**config.mk**
```make
export PLATFORM = sky130hd
export DESIGN_NAME = lcd_refresh_dma
export DESIGN_NICKNAME = d
export VERILOG_FILES = /design/src/rtl/lcd_dma_pkg.sv /design/src/rtl/lcd_dma_pacer.sv /design/src/rtl/lcd_dma_walker.sv /design/src/rtl/lcd_refresh_dma.sv
export SDC_FILE = /design/constraint.sdc
export NUM_CORES = 1
export LEC_CHECK = 0
export ABC_AREA = 1
export BUFFER_PORTS_ARGS = -buffer_cell sky130_fd_sc_hd__buf_2
export CAP_MARGIN = 20
export CORE_MARGIN = 1.5
export CORE_UTILIZATION = 32
export CTS_CLUSTER_SIZE = 12
export DETAILED_ROUTE_END_ITERATION = 10
export PLACE_DENSITY = 0.61
export SYNTH_ARGS = -nofsm -noshare
export SYNTH_HDL_FRONTEND = slang
export SYNTH_SLANG_ARGS = --single-unit
```
**constraint.sdc**
```tcl
create_clock -name clk -period 4.35 [get_ports clk]
set_clock_uncertainty 0.2 [all_clocks]
set_input_delay 0.2175 -clock clk [delete_from_list [all_inputs] [get_ports clk]]
set_output_delay 0.2175 -clock clk [all_outputs]
set_load 0.01 [all_outputs]
```
**src/rtl/lcd_dma_pkg.sv**
```systemverilog
`timescale 1ns/1ps
package lcd_dma_pkg;

    // Configuration captured at the start of each logical frame
    typedef struct packed {
        logic [1:0] rows_sel;
        logic [1:0] cols_sel;
        logic       fast;
    } scan_cfg_t;

    localparam int ROW_CW = 6;   // up to 64 rows
    localparam int COL_CW = 5;   // up to 20 bytes per row

    // Index of the last row of a logical frame: 15, 31, 47, 63
    function automatic logic [ROW_CW-1:0] last_row_idx(input logic [1:0] sel);
        return ROW_CW'(16 * (int'(sel) + 1) - 1);
    endfunction

    // Index of the last byte in a row: 80/96/128/160 pixels, 8 per byte
    function automatic logic [COL_CW-1:0] last_col_idx(input logic [1:0] sel);
        logic [COL_CW-1:0] r;
        case (sel)
            2'b00:   r = COL_CW'(9);
            2'b01:   r = COL_CW'(11);
            2'b10:   r = COL_CW'(15);
            default: r = COL_CW'(19);
        endcase
        return r;
    endfunction

endpackage

```
**src/rtl/lcd_dma_pacer.sv**
```systemverilog
`timescale 1ns/1ps
module lcd_dma_pacer #(
    parameter int SLOW_GAP = 6,
    parameter int FAST_GAP = 2
) (
    input  logic clk,
    input  logic rst,
    input  logic fast,
    output logic fire
);
    localparam int MAX_GAP = (SLOW_GAP > FAST_GAP) ? SLOW_GAP : FAST_GAP;
    localparam int CW      = $clog2(MAX_GAP + 1);

    typedef struct packed {
        logic [CW-1:0] cnt;
    } pace_st_t;

    pace_st_t st_d, st_q;

    always_comb begin
        st_d = st_q;
        fire = !rst && (st_q.cnt == '0);
        if (fire) begin
            st_d.cnt = fast ? CW'(FAST_GAP - 1) : CW'(SLOW_GAP - 1);
        end else if (st_q.cnt != '0) begin
            st_d.cnt = st_q.cnt - 1'b1;
        end
    end

    always_ff @(posedge clk) begin
        if (rst) st_q <= '0;
        else     st_q <= st_d;
    end

endmodule

```
**src/rtl/lcd_dma_walker.sv**
```systemverilog
`timescale 1ns/1ps
module lcd_dma_walker
    import lcd_dma_pkg::*;
#(
    parameter int ADDR_W = 16
) (
    input  logic              clk,
    input  logic              rst,
    input  logic              fire,
    input  scan_cfg_t         cfg_in,
    input  logic [ADDR_W-1:0] base_in,
    output logic              eff_fast,
    output logic [ADDR_W-1:0] rd_addr,
    output logic              row_first,
    output logic              frame_first,
    output logic              frame_last
);
    typedef struct packed {
        logic [COL_CW-1:0] col;
        logic [ROW_CW-1:0] row;
        logic [ADDR_W-1:0] off;
        logic              fresh;   // next read opens a logical frame
        scan_cfg_t         cfg;
        logic [ADDR_W-1:0] base;
    } walk_st_t;

    walk_st_t          st_d, st_q;
    scan_cfg_t         eff_cfg;
    logic [ADDR_W-1:0] eff_base;
    logic              last_col, last_row;

    always_comb begin
        eff_cfg  = st_q.fresh ? cfg_in  : st_q.cfg;
        eff_base = st_q.fresh ? base_in : st_q.base;
        last_col = (st_q.col == last_col_idx(eff_cfg.cols_sel));
        last_row = (st_q.row == last_row_idx(eff_cfg.rows_sel));

        eff_fast    = eff_cfg.fast;
        rd_addr     = eff_base + st_q.off;
        row_first   = (st_q.col == '0);
        frame_first = st_q.fresh;
        frame_last  = last_col && last_row;

        st_d = st_q;
        if (fire) begin
            st_d.fresh = 1'b0;
            st_d.cfg   = eff_cfg;
            st_d.base  = eff_base;
            if (last_col && last_row) begin
                st_d.col   = '0;
                st_d.row   = '0;
                st_d.off   = '0;
                st_d.fresh = 1'b1;
            end else if (last_col) begin
                st_d.col = '0;
                st_d.row = st_q.row + 1'b1;
                st_d.off = st_q.off + 1'b1;
            end else begin
                st_d.col = st_q.col + 1'b1;
                st_d.off = st_q.off + 1'b1;
            end
        end
    end

    always_ff @(posedge clk) begin
        if (rst) begin
            st_q       <= '0;
            st_q.fresh <= 1'b1;
        end else begin
            st_q <= st_d;
        end
    end

endmodule

```
**src/rtl/lcd_refresh_dma.sv**
```systemverilog
`timescale 1ns/1ps
module lcd_refresh_dma
    import lcd_dma_pkg::*;
#(
    parameter int ADDR_W   = 16,
    parameter int DATA_W   = 8,
    parameter int SLOW_GAP = 6,
    parameter int FAST_GAP = 2   // must be at least 2
) (
    input  logic              clk,
    input  logic              rst,
    input  logic [1:0]        cfg_rows,
    input  logic [1:0]        cfg_cols,
    input  logic              cfg_fast,
    input  logic [ADDR_W-1:0] cfg_base,
    output logic              mem_rd,
    output logic [ADDR_W-1:0] mem_addr,
    input  logic [DATA_W-1:0] mem_rdata,
    output logic              pix_valid,
    output logic [DATA_W-1:0] pix_data,
    output logic              pix_row_start,
    output logic              pix_frame_start,
    output logic              frame_irq
);
    typedef struct packed {
        logic valid;
        logic row_start;
        logic frame_start;
        logic irq;
    } pix_st_t;

    scan_cfg_t         cfg_live;
    logic              fire, eff_fast;
    logic              row_first, frame_first, frame_last;
    logic [ADDR_W-1:0] rd_addr;
    pix_st_t           out_d, out_q;

    assign cfg_live = '{rows_sel: cfg_rows, cols_sel: cfg_cols, fast: cfg_fast};

    lcd_dma_pacer #(
        .SLOW_GAP (SLOW_GAP),
        .FAST_GAP (FAST_GAP)
    ) u_pacer (
        .clk  (clk),
        .rst  (rst),
        .fast (eff_fast),
        .fire (fire)
    );

    lcd_dma_walker #(
        .ADDR_W (ADDR_W)
    ) u_walker (
        .clk         (clk),
        .rst         (rst),
        .fire        (fire),
        .cfg_in      (cfg_live),
        .base_in     (cfg_base),
        .eff_fast    (eff_fast),
        .rd_addr     (rd_addr),
        .row_first   (row_first),
        .frame_first (frame_first),
        .frame_last  (frame_last)
    );

    assign mem_rd   = fire;
    assign mem_addr = rd_addr;

    always_comb begin
        out_d.valid       = fire;
        out_d.row_start   = fire && row_first;
        out_d.frame_start = fire && frame_first;
        out_d.irq         = fire && frame_last;
    end

    always_ff @(posedge clk) begin
        if (rst) out_q <= '0;
        else     out_q <= out_d;
    end

    assign pix_valid       = out_q.valid;
    assign pix_data        = mem_rdata;
    assign pix_row_start   = out_q.row_start;
    assign pix_frame_start = out_q.frame_start;
    assign frame_irq       = out_q.irq;

endmodule

```
# --- Word-level counts from Yosys, hierarchy flattened ---
# Cells that the tools add are included.
word_totals:
  output_inout_bits: 29
  reg_bits: 56
  in_bits: 31
op_classes:
  mux: 10
  n_eq_ne: 4
  reduce_logical: 13
  add_sub_neg: 7
ops:
  columns: ["op", "n"]
  rows:
  - ["$mux W27", 1]
  - ["$add A16 B1 Y16 const B", 1]
  - ["$add A16 B16 Y16", 1]
  - ["$mux W16", 1]
  - ["$pmux W5 S3", 1]
  - ["$mux W5", 2]
  - ["$mux W3", 3]
  - ["$add A6 B1 Y6 const B", 1]
  - ["$eq A6 B6 Y1", 1]
  - ["$mux W6", 1]
  - ["$sub A6 B2 Y6 const B", 1]
  - ["$add A5 B1 Y5 const B", 1]
  - ["$eq A5 B5 Y1", 1]
  - ["$logic_and A1 B1 Y1", 5]
  - ["$logic_not A5 Y1", 1]
  - ["$reduce_bool A2 Y1", 2]
  - ["$logic_not A3 Y1", 1]
  - ["$reduce_bool A3 Y1", 1]
  - ["$sub A3 B1 Y3 const B", 1]
  - ["$add A2 B1 Y2 const B", 1]
  - ["$eq A2 B1 Y1 const B", 1]
  - ["$eq A2 B2 Y1 const B", 1]
  - ["$logic_not A2 Y1", 1]
  - ["$reduce_and A2 Y1", 1]
  - ["other kinds (2)", 2]

# --- Longest topological paths before layout ---
# Gate-level depths: netlist (run 1).
depth:
  depth_word: 7
  depth_mapped: 14
  mapped_depth_nobuf: 13

# --- By module ---
# Synthesis (run 1) repeated with hierarchy kept, for this count alone.
hier_totals:
  hier_cells: 551
  area_unflattened_um2: 3613.5
modules_own_cells:
  columns: ["mod", "n_inst", "cells_per_inst", "area_per_inst_um2"]
  rows:
  - ["lcd_dma_walker", 1, 510, 3271.9]
  - ["lcd_dma_pacer", 1, 21, 171.4]
  - ["lcd_refresh_dma", 1, 20, 170.2]

# --- Worst setup path before layout (run 1) ---
# OpenSTA, ideal clock, no wires.
synth_path:
  path_kind: "reg2out"
  from: "reg u_walker.st_q, in the netlist u_walker.frame_first"
  to: "out mem_addr[12]"
  arrival_ns: 2.290
  n_path_buf: 2
  t_required_ns: 3.933
  path_stages_with_launch: 15
  path_slack_ns: 1.643
  path_cell_list: "dfxtp_1 > buf_6 > clkbuf_1 > nand2_1 > o21ai_0 > ha_1 > inv_1 > fa_1 > nor3_1 > nor2_1 > o21bai_1 > nand2_1 > nand2_1 > nand2_1 > nand2_1"
synth_between:
  elab_chain_len: 2
synth_rtl:
  columns: ["item", "line", "text"]
  rows:
  - ["start: declaration", "lcd_dma_walker.sv:27", "walk_st_t st_d, st_q;"]
  - ["start signal: assignment", "lcd_dma_walker.sv:70", "st_q <= st_d;"]
  - ["$mux W16", "lcd_dma_walker.sv:34", "eff_base = st_q.fresh ? base_in : st_q.base;"]
  - ["net u_walker.eff_base[0]", "lcd_dma_walker.sv:29", "logic [ADDR_W-1:0] eff_base;"]
  - ["$add A16 B16 Y16", "lcd_dma_walker.sv:39", "rd_addr = eff_base + st_q.off;"]
  - ["end: declaration", "lcd_refresh_dma.sv:17", "output logic [ADDR_W-1:0] mem_addr,"]
# The timed path passes the listed nets, and every way through them passes these cells.

# --- Final worst setup path (run 1) ---
# Ends and elaborated chain as after synthesis.

==> flow_summary.ini, run 1 <==
[outcome]
status = finished clean

[global_routing]
grt_max_degree = 31
grtUsageTotal_pct = 15.5
grt_pass1_wl_mm = 14.6
antenna_found_initial = 0
grt_pass1_vias = 3165
grt_overflow_total = 0

[route]
remaining_drc_errors = 0
wl_per_cell_um = 12.6
drtIter0Drc = 152
wl_mm = 8.60
vias = 3303
via_per_inst = 4.84
ant_nets = 0
first_pass_iters = 4

[die]
die_w_um = 109
fp.dieH_um = 109
pin_count = 60
die_area_sq_mm = 0.0119
initial_core_util_pct = 33.0
rows = 38
coreArea_sq_mm = 0.0109

[clock_tree]
post_cts_resized = 0
clock_sinks = 56
root_buffer = clkbuf_8
cts_tree = yes
cts_setup_buffers = 0
clk_pin_slew_ns = 0.10
ctsHtreeMaxLevel = 2
max-clock-path-buffers = 2
clk_latency_ns = 0.31
cts_buffers = 5
holdBufCountCts = 4

[timing]
relSlewSlack_pct = 45.4
fin_crit_ns = 3.26
rsz0062_at_grt = no
max_freq_mhz = 306
layout_setup_ws_ns = 1.09
setup_tns_ns = 0
tightest_slew_ns = 0.818
slew_viol_final = 0
hold_viol = 0
setup_viol = 0
min_period_over_period_pct = 75.0

[placed_design]
numPortBuffers = 43
gp_congestion = 0.888
dp_slack_ns = 1.40
place_area_sq_mm = 0.00385
dp_hpwl_mm = 6.45

[finish]
antenna_cells = 0
utilization_pct = 36.9
area_growth_pct = 11.8
finalNetCount = 596
drive_gt1_share_pct = 16.4
stdcell_area_sq_mm = 0.00402
n_fill_cell = 1145
layout_common_cells = 118 x nand2_1, 58 x inv_1, 56 x dfxtp_1
final_common_cell = nand2_1

[worst_setup_path]
worstPathRequired_ns = 3.93
cpMostUsedCell = nand2_1
cp.arrival_ns = 2.85
startpoint_type = flip-flop
path_max_fanout = 30
crit_chain = buf_4, nand2_1, o21ai_0, ha_1, inv_1, fa_1, nor3_1, nor2_1, o21bai_1, nand2_1, nand2_1, nand2_1, nand2_1, buf_2
crit_slowest_cell = fa_1
worst-setup-path-type = flip-flop to output pin
slowest_delay_ns = 0.45
endpoint_kind = output pin

[synthesis]
synth_edf_count = 0
synth-main-ff-cell = dfxtp_1
synth_top_area_share_pct = 31.2
postSynthAreaPerCell_sq_um = 7.02
synthesis.area_sq_mm = 0.00360
ys_warn_count = 0
yosysTopAreaCell = dfxtp_1
ys_seq_elements = 56
synthArstFlopShare_pct = 0
yosysSeqAreaShare_pct = 31.2
synth_fp_nets = 565
synth_cell_types = 38
synthCells = 512
synth_area_leaders = dfxtp_1 31%, nand2_1 12%, ha_1 7.3%

[job]
drv_cap = 0

[pwr]
ir_drop_uv = 188
p_per_area_mw_per_mm2 = 385
leakage_uw = 0.00187

[hold_path]
hold_class = input port to flip-flop
-- through the flow --
stage | std cells | power (uW) | hold slack [ns]
after global routing | 683 | 1670 | 0.00391
after floorplan | 512 | 1020 | 0.194
after global placement | 672 | 1150 | 0.224
after CTS | 683 | 1570 | 0.00349
after detailed placement | 672 | 1160 | 0.232
final | 683 | 1550 | 0.000832
-- Yosys cell counts (2+ instances only) --
library cell  instances
nor2_1               34
buf_4                 8
buf_6                 3
a21o_1                3
a21oi_1              31
nand2_2               9
buf_2                 2
dfxtp_1              56
nand3_1              24
xor2_1               17
nor3_1                8
nor2_2               13
or2_2                 3
o21bai_1              4
buf_1                 2
o21ai_0              34
ha_1                 21
a31oi_1              13
inv_2                 3
xnor2_1               6
clkbuf_1             10
a211oi_1              5
nand3_2               3
nor2_4                2
nand4_1              11
nand2_1             118
inv_1                58
-- metal layers --
metal	part of all wire, %	global-route usage (%)	vias up
li1	-	-	1717
met5	0	0	-
met1	48	20.1	1513
met3	4.2	2.27	11
met2	47	26.8	62
met4	1.3	4.14	0
-- critical path, delay by kind of cell, from the launching register on --
family / cells / cell delay (ns)
adder cells (fa/ha/maj): 2 / 0.67
AND/OR/NAND/NOR: 7 / 0.69
buffers and inverters: 3 / 0.50
AO/OA/AOI/OAI: 2 / 0.33
flip-flops: 1 / 0.35
-- path summary, 6_finish.rpt --
kind,from,to,slack (ns),cells after the start
max,u_walker.frame_first,mem_addr[12],1.09,14
max reg2reg,u_pacer.st_q[0],u_walker.st_q[37],2.02,13
min reg2reg,u_pacer.st_q[0],u_pacer.st_q[0],0.24,1
min,cfg_base[14],u_walker.st_q[14],0.0008,3
-- kinds of logic (layout without fill, tap and decap cells) --
logic type	Yosys count	after routing	synth area share [%]
AOI/OAI and AO/OA	94	94	14.6
adders and majority gates	22	22	7.86
buffers and inverters	86	117	10.5
and+or+nand+nor	230	230	29.5
DFF	56	56	31.2
xor gates and xnor gates	24	24	6.37
-- final cells by class --
cell class | count | area [sq um] | area share (%)
timing repair buffer | 49 | 270 | 6.72
multi-input combinational | 370 | 2100 | 52.1
clock buffer | 5 | 68.8 | 1.71
sequential | 56 | 1120 | 27.9
tap | 140 | 175 | 4.36
clock inverter | 2 | 60.1 | 1.49
inverter | 61 | 229 | 5.69
-- state kept, by name, indices dropped and copies added, names as in the netlist --
| name | cells |
|---|---|
| frame_irq | 1 |
| pix_frame_start | 1 |
| pix_row_start | 1 |
| pix_valid | 1 |
| u_pacer.st_q | 3 |
| u_walker.frame_first | 1 |
| u_walker.st_q | 48 |
-- report_power, final --
group / internal [uW] / switching, uW / total, uW
sequential: 595 / 38.3 / 633
clock: 227 / 175 / 402
combinational: 177 / 338 / 514
total: 998 / 551 / 1550
Note: power is estimated with default switching activity, not from simulation.
==> run 2: changes to the inputs <==
Clock period 4.35 ns to 3.1 ns, I/O delays scaled along.
==> run 2 against run 1 <==
Net effect: die area stayed put; register-to-register slack got worse by 1.3 ns; sequential cell count is the same; core utilization grew 0.77 points; highest routed layer unchanged; largest cell class unchanged; critical endpoint is now mem_addr[13]; critical path type unchanged.
==> flow_summary.ini, run 2 (synthesis results as in run 1) <==
[route]
remaining_drc_errors = 0
first_pass_iters = 4
via_per_inst = 4.83
vias = 3349
ant_nets = 0
wl_per_cell_um = 12.3
wl_mm = 8.53
drtIter0Drc = 156

[global_routing]
gr-max-usage-layer = met2
antenna_found_initial = 0
grtUsageTotal_pct = 14.6
grt_max_degree = 30
met3_usage_pct = 2.45
grt_pass1_vias = 3066
met2_usage_pct = 24.4
grt_pass1_wl_mm = 13.8
grt_use_met1_pct = 19.0
grt_overflow_total = 0

[finish]
area_growth_pct = 14.2
final_common_cell = nand2_1
layout_common_cells = 118 x nand2_1, 58 x inv_1, 55 x dfxtp_1
antenna_cells = 0
largest_reg_flops = 48
regArea_sq_mm = 0.00112
registers.top_by_ff_count = u_walker.st_q
drive_gt1_share_pct = 17.1
top_regs = u_walker.st_q: 48 flops, u_pacer.st_q: 3 flops
multi_input_area_sq_mm = 0.00211
n_fill_cell = 1135
utilization_pct = 37.7
finalNetCount = 606

[clock_tree]
cts_buffers = 5
cts_setup_buffers = 0
root_buffer = clkbuf_8
clk_latency_ns = 0.31
max-clock-path-buffers = 2
cts_tree = yes
clk_pin_slew_ns = 0.10
ctsHtreeMaxLevel = 2
clock_sinks = 56

[hold_path]
hold_end = u_walker.st_q[17]
worstHoldStart = cfg_cols[0]
hold_class = input port to flip-flop
holdPathStages = 5

[die]
coreArea_sq_mm = 0.0109
initial_core_util_pct = 33.0
die_w_um = 109
pin_count = 60
fp.dieH_um = 109
rows = 38
die_area_sq_mm = 0.0119

[worst_setup_path]
crit_chain = buf_12, o21ai_0, ha_1, a21oi_1, nand2_1, a21oi_1, buf_4, inv_1, nand2_1, nand2_1, xor2_1, buf_2
reg2reg_slack_ns = 0.74
worstPathRequired_ns = 2.74
startpoint_type = flip-flop
r2r-end = u_walker.st_q[32]
worst-setup-path-type = flip-flop to output pin
r2r-start = u_pacer.st_q[0]
critPathTopFamily = compound AO/OA/AOI/OAI gates
crit_slowest_cell = dfxtp_2
cp.arrival_ns = 2.58
cp.buffers_inverters = 4
cpMostUsedCell = nand2_1
slowest_delay_ns = 0.36
rr_worst_depth = 10
path_max_fanout = 29
endpoint_kind = output pin

[timing]
tightest_slew_ns = 0.811
setup_viol = 0
setup_tns_ns = 0
relSlewSlack_pct = 45.9
hold_viol = 0
fin_crit_ns = 2.93
max_freq_mhz = 341
min_period_over_period_pct = 94.6
whs_ns = 0.0443
slew_viol_final = 0

[pwr]
p_per_area_mw_per_mm2 = 502
switching_share_pct = 37.7
ir_drop_uv = 215
pwr-share-comb_pct = 36.2
clkPwrFrac_pct = 20.5
pwr-share-seq_pct = 43.3
p_switching_uw = 778
leakage_uw = 0.00191
intPower_uw = 1280

[placed_design]
numPortBuffers = 43
gp_congestion = 0.838
dp_hpwl_mm = 6.38

[job]
drv_cap = 0

[outcome]
status = finished clean
## run 2: cell type report
cell class / count / share of cell area (%)
clock buffers: 7 / 2.10
clock inverters: 1 / 0.183
inverters: 61 / 5.58
multi-input cells: 370 / 51.3
flip-flops and latches: 56 / 27.3
well taps: 140 / 4.27
repair buffers: 59 / 9.20
## run 2: power by group through the flow
stage | Combinational [uW] | Sequential, uW | Clock (uW)
finish | 746 | 892 | 423
global route | 842 | 906 | 465
CTS | 748 | 890 | 439
detailed placement | 732 | 906 | 0
global placement | 719 | 901 | 0
floorplan | 536 | 898 | 0
## run 2: how the worst max path moves through the flow
stage,startpoint,endpoint,slack (ns),depth (start not counted)
after floorplan,u_walker.frame_first,mem_addr[12],0.46,14
after global placement,u_walker.frame_first,mem_addr[15],0.40,14
after detailed placement,u_walker.frame_first,mem_addr[15],0.35,14
after CTS,u_walker.frame_first,mem_addr[15],0.005,14
after global routing,u_walker.frame_first,mem_addr[12],-0.02,14
final,u_walker.frame_first,mem_addr[13],0.17,12
## run 2: what timing repair did
| action | CTS | global route |
|---|---|---|
| hold endpoints to repair | 12 | 0 |
| hold buffers | 12 | 0 |
| endpoints found under the setup margin | 0 | 8 |
| resized for setup | 0 | 8 |
## run 2: routing by layer
layer  share of wire [%]  wire length, um
met3                 3.8              323
met2                  46             3950
met1                  48             4090
met5                   0                0
met4                 1.9              164
## run 2: worst register-to-register path: cells and delay by family, from the launching register on
family	cells	cell delay, ns
buffers and inverters	2	0.39
AO/OA/AOI/OAI	1	0.08
flip-flops	1	0.33
AND/OR/NAND/NOR	6	1.15
adder cells (fa/ha/maj)	1	0.15
## run 2: metrics by stage
| step | power [uW] | worst slack, ns | instances | instance area (sq um) |
|---|---|---|---|---|
| 6_report | 2060 | 0.169 | 694 | 4110 |
| 5_1_grt | 2210 | -0.0165 | 694 | 4110 |
| 4_1_cts | 2080 | 0.00451 | 694 | 4090 |
| 3_5_place_dp | 1640 | 0.350 | 674 | 3880 |
| 3_3_place_gp | 1620 | 0.403 | 674 | 3880 |
| 2_1_floorplan | 1430 | 0.455 | 512 | 3600 |
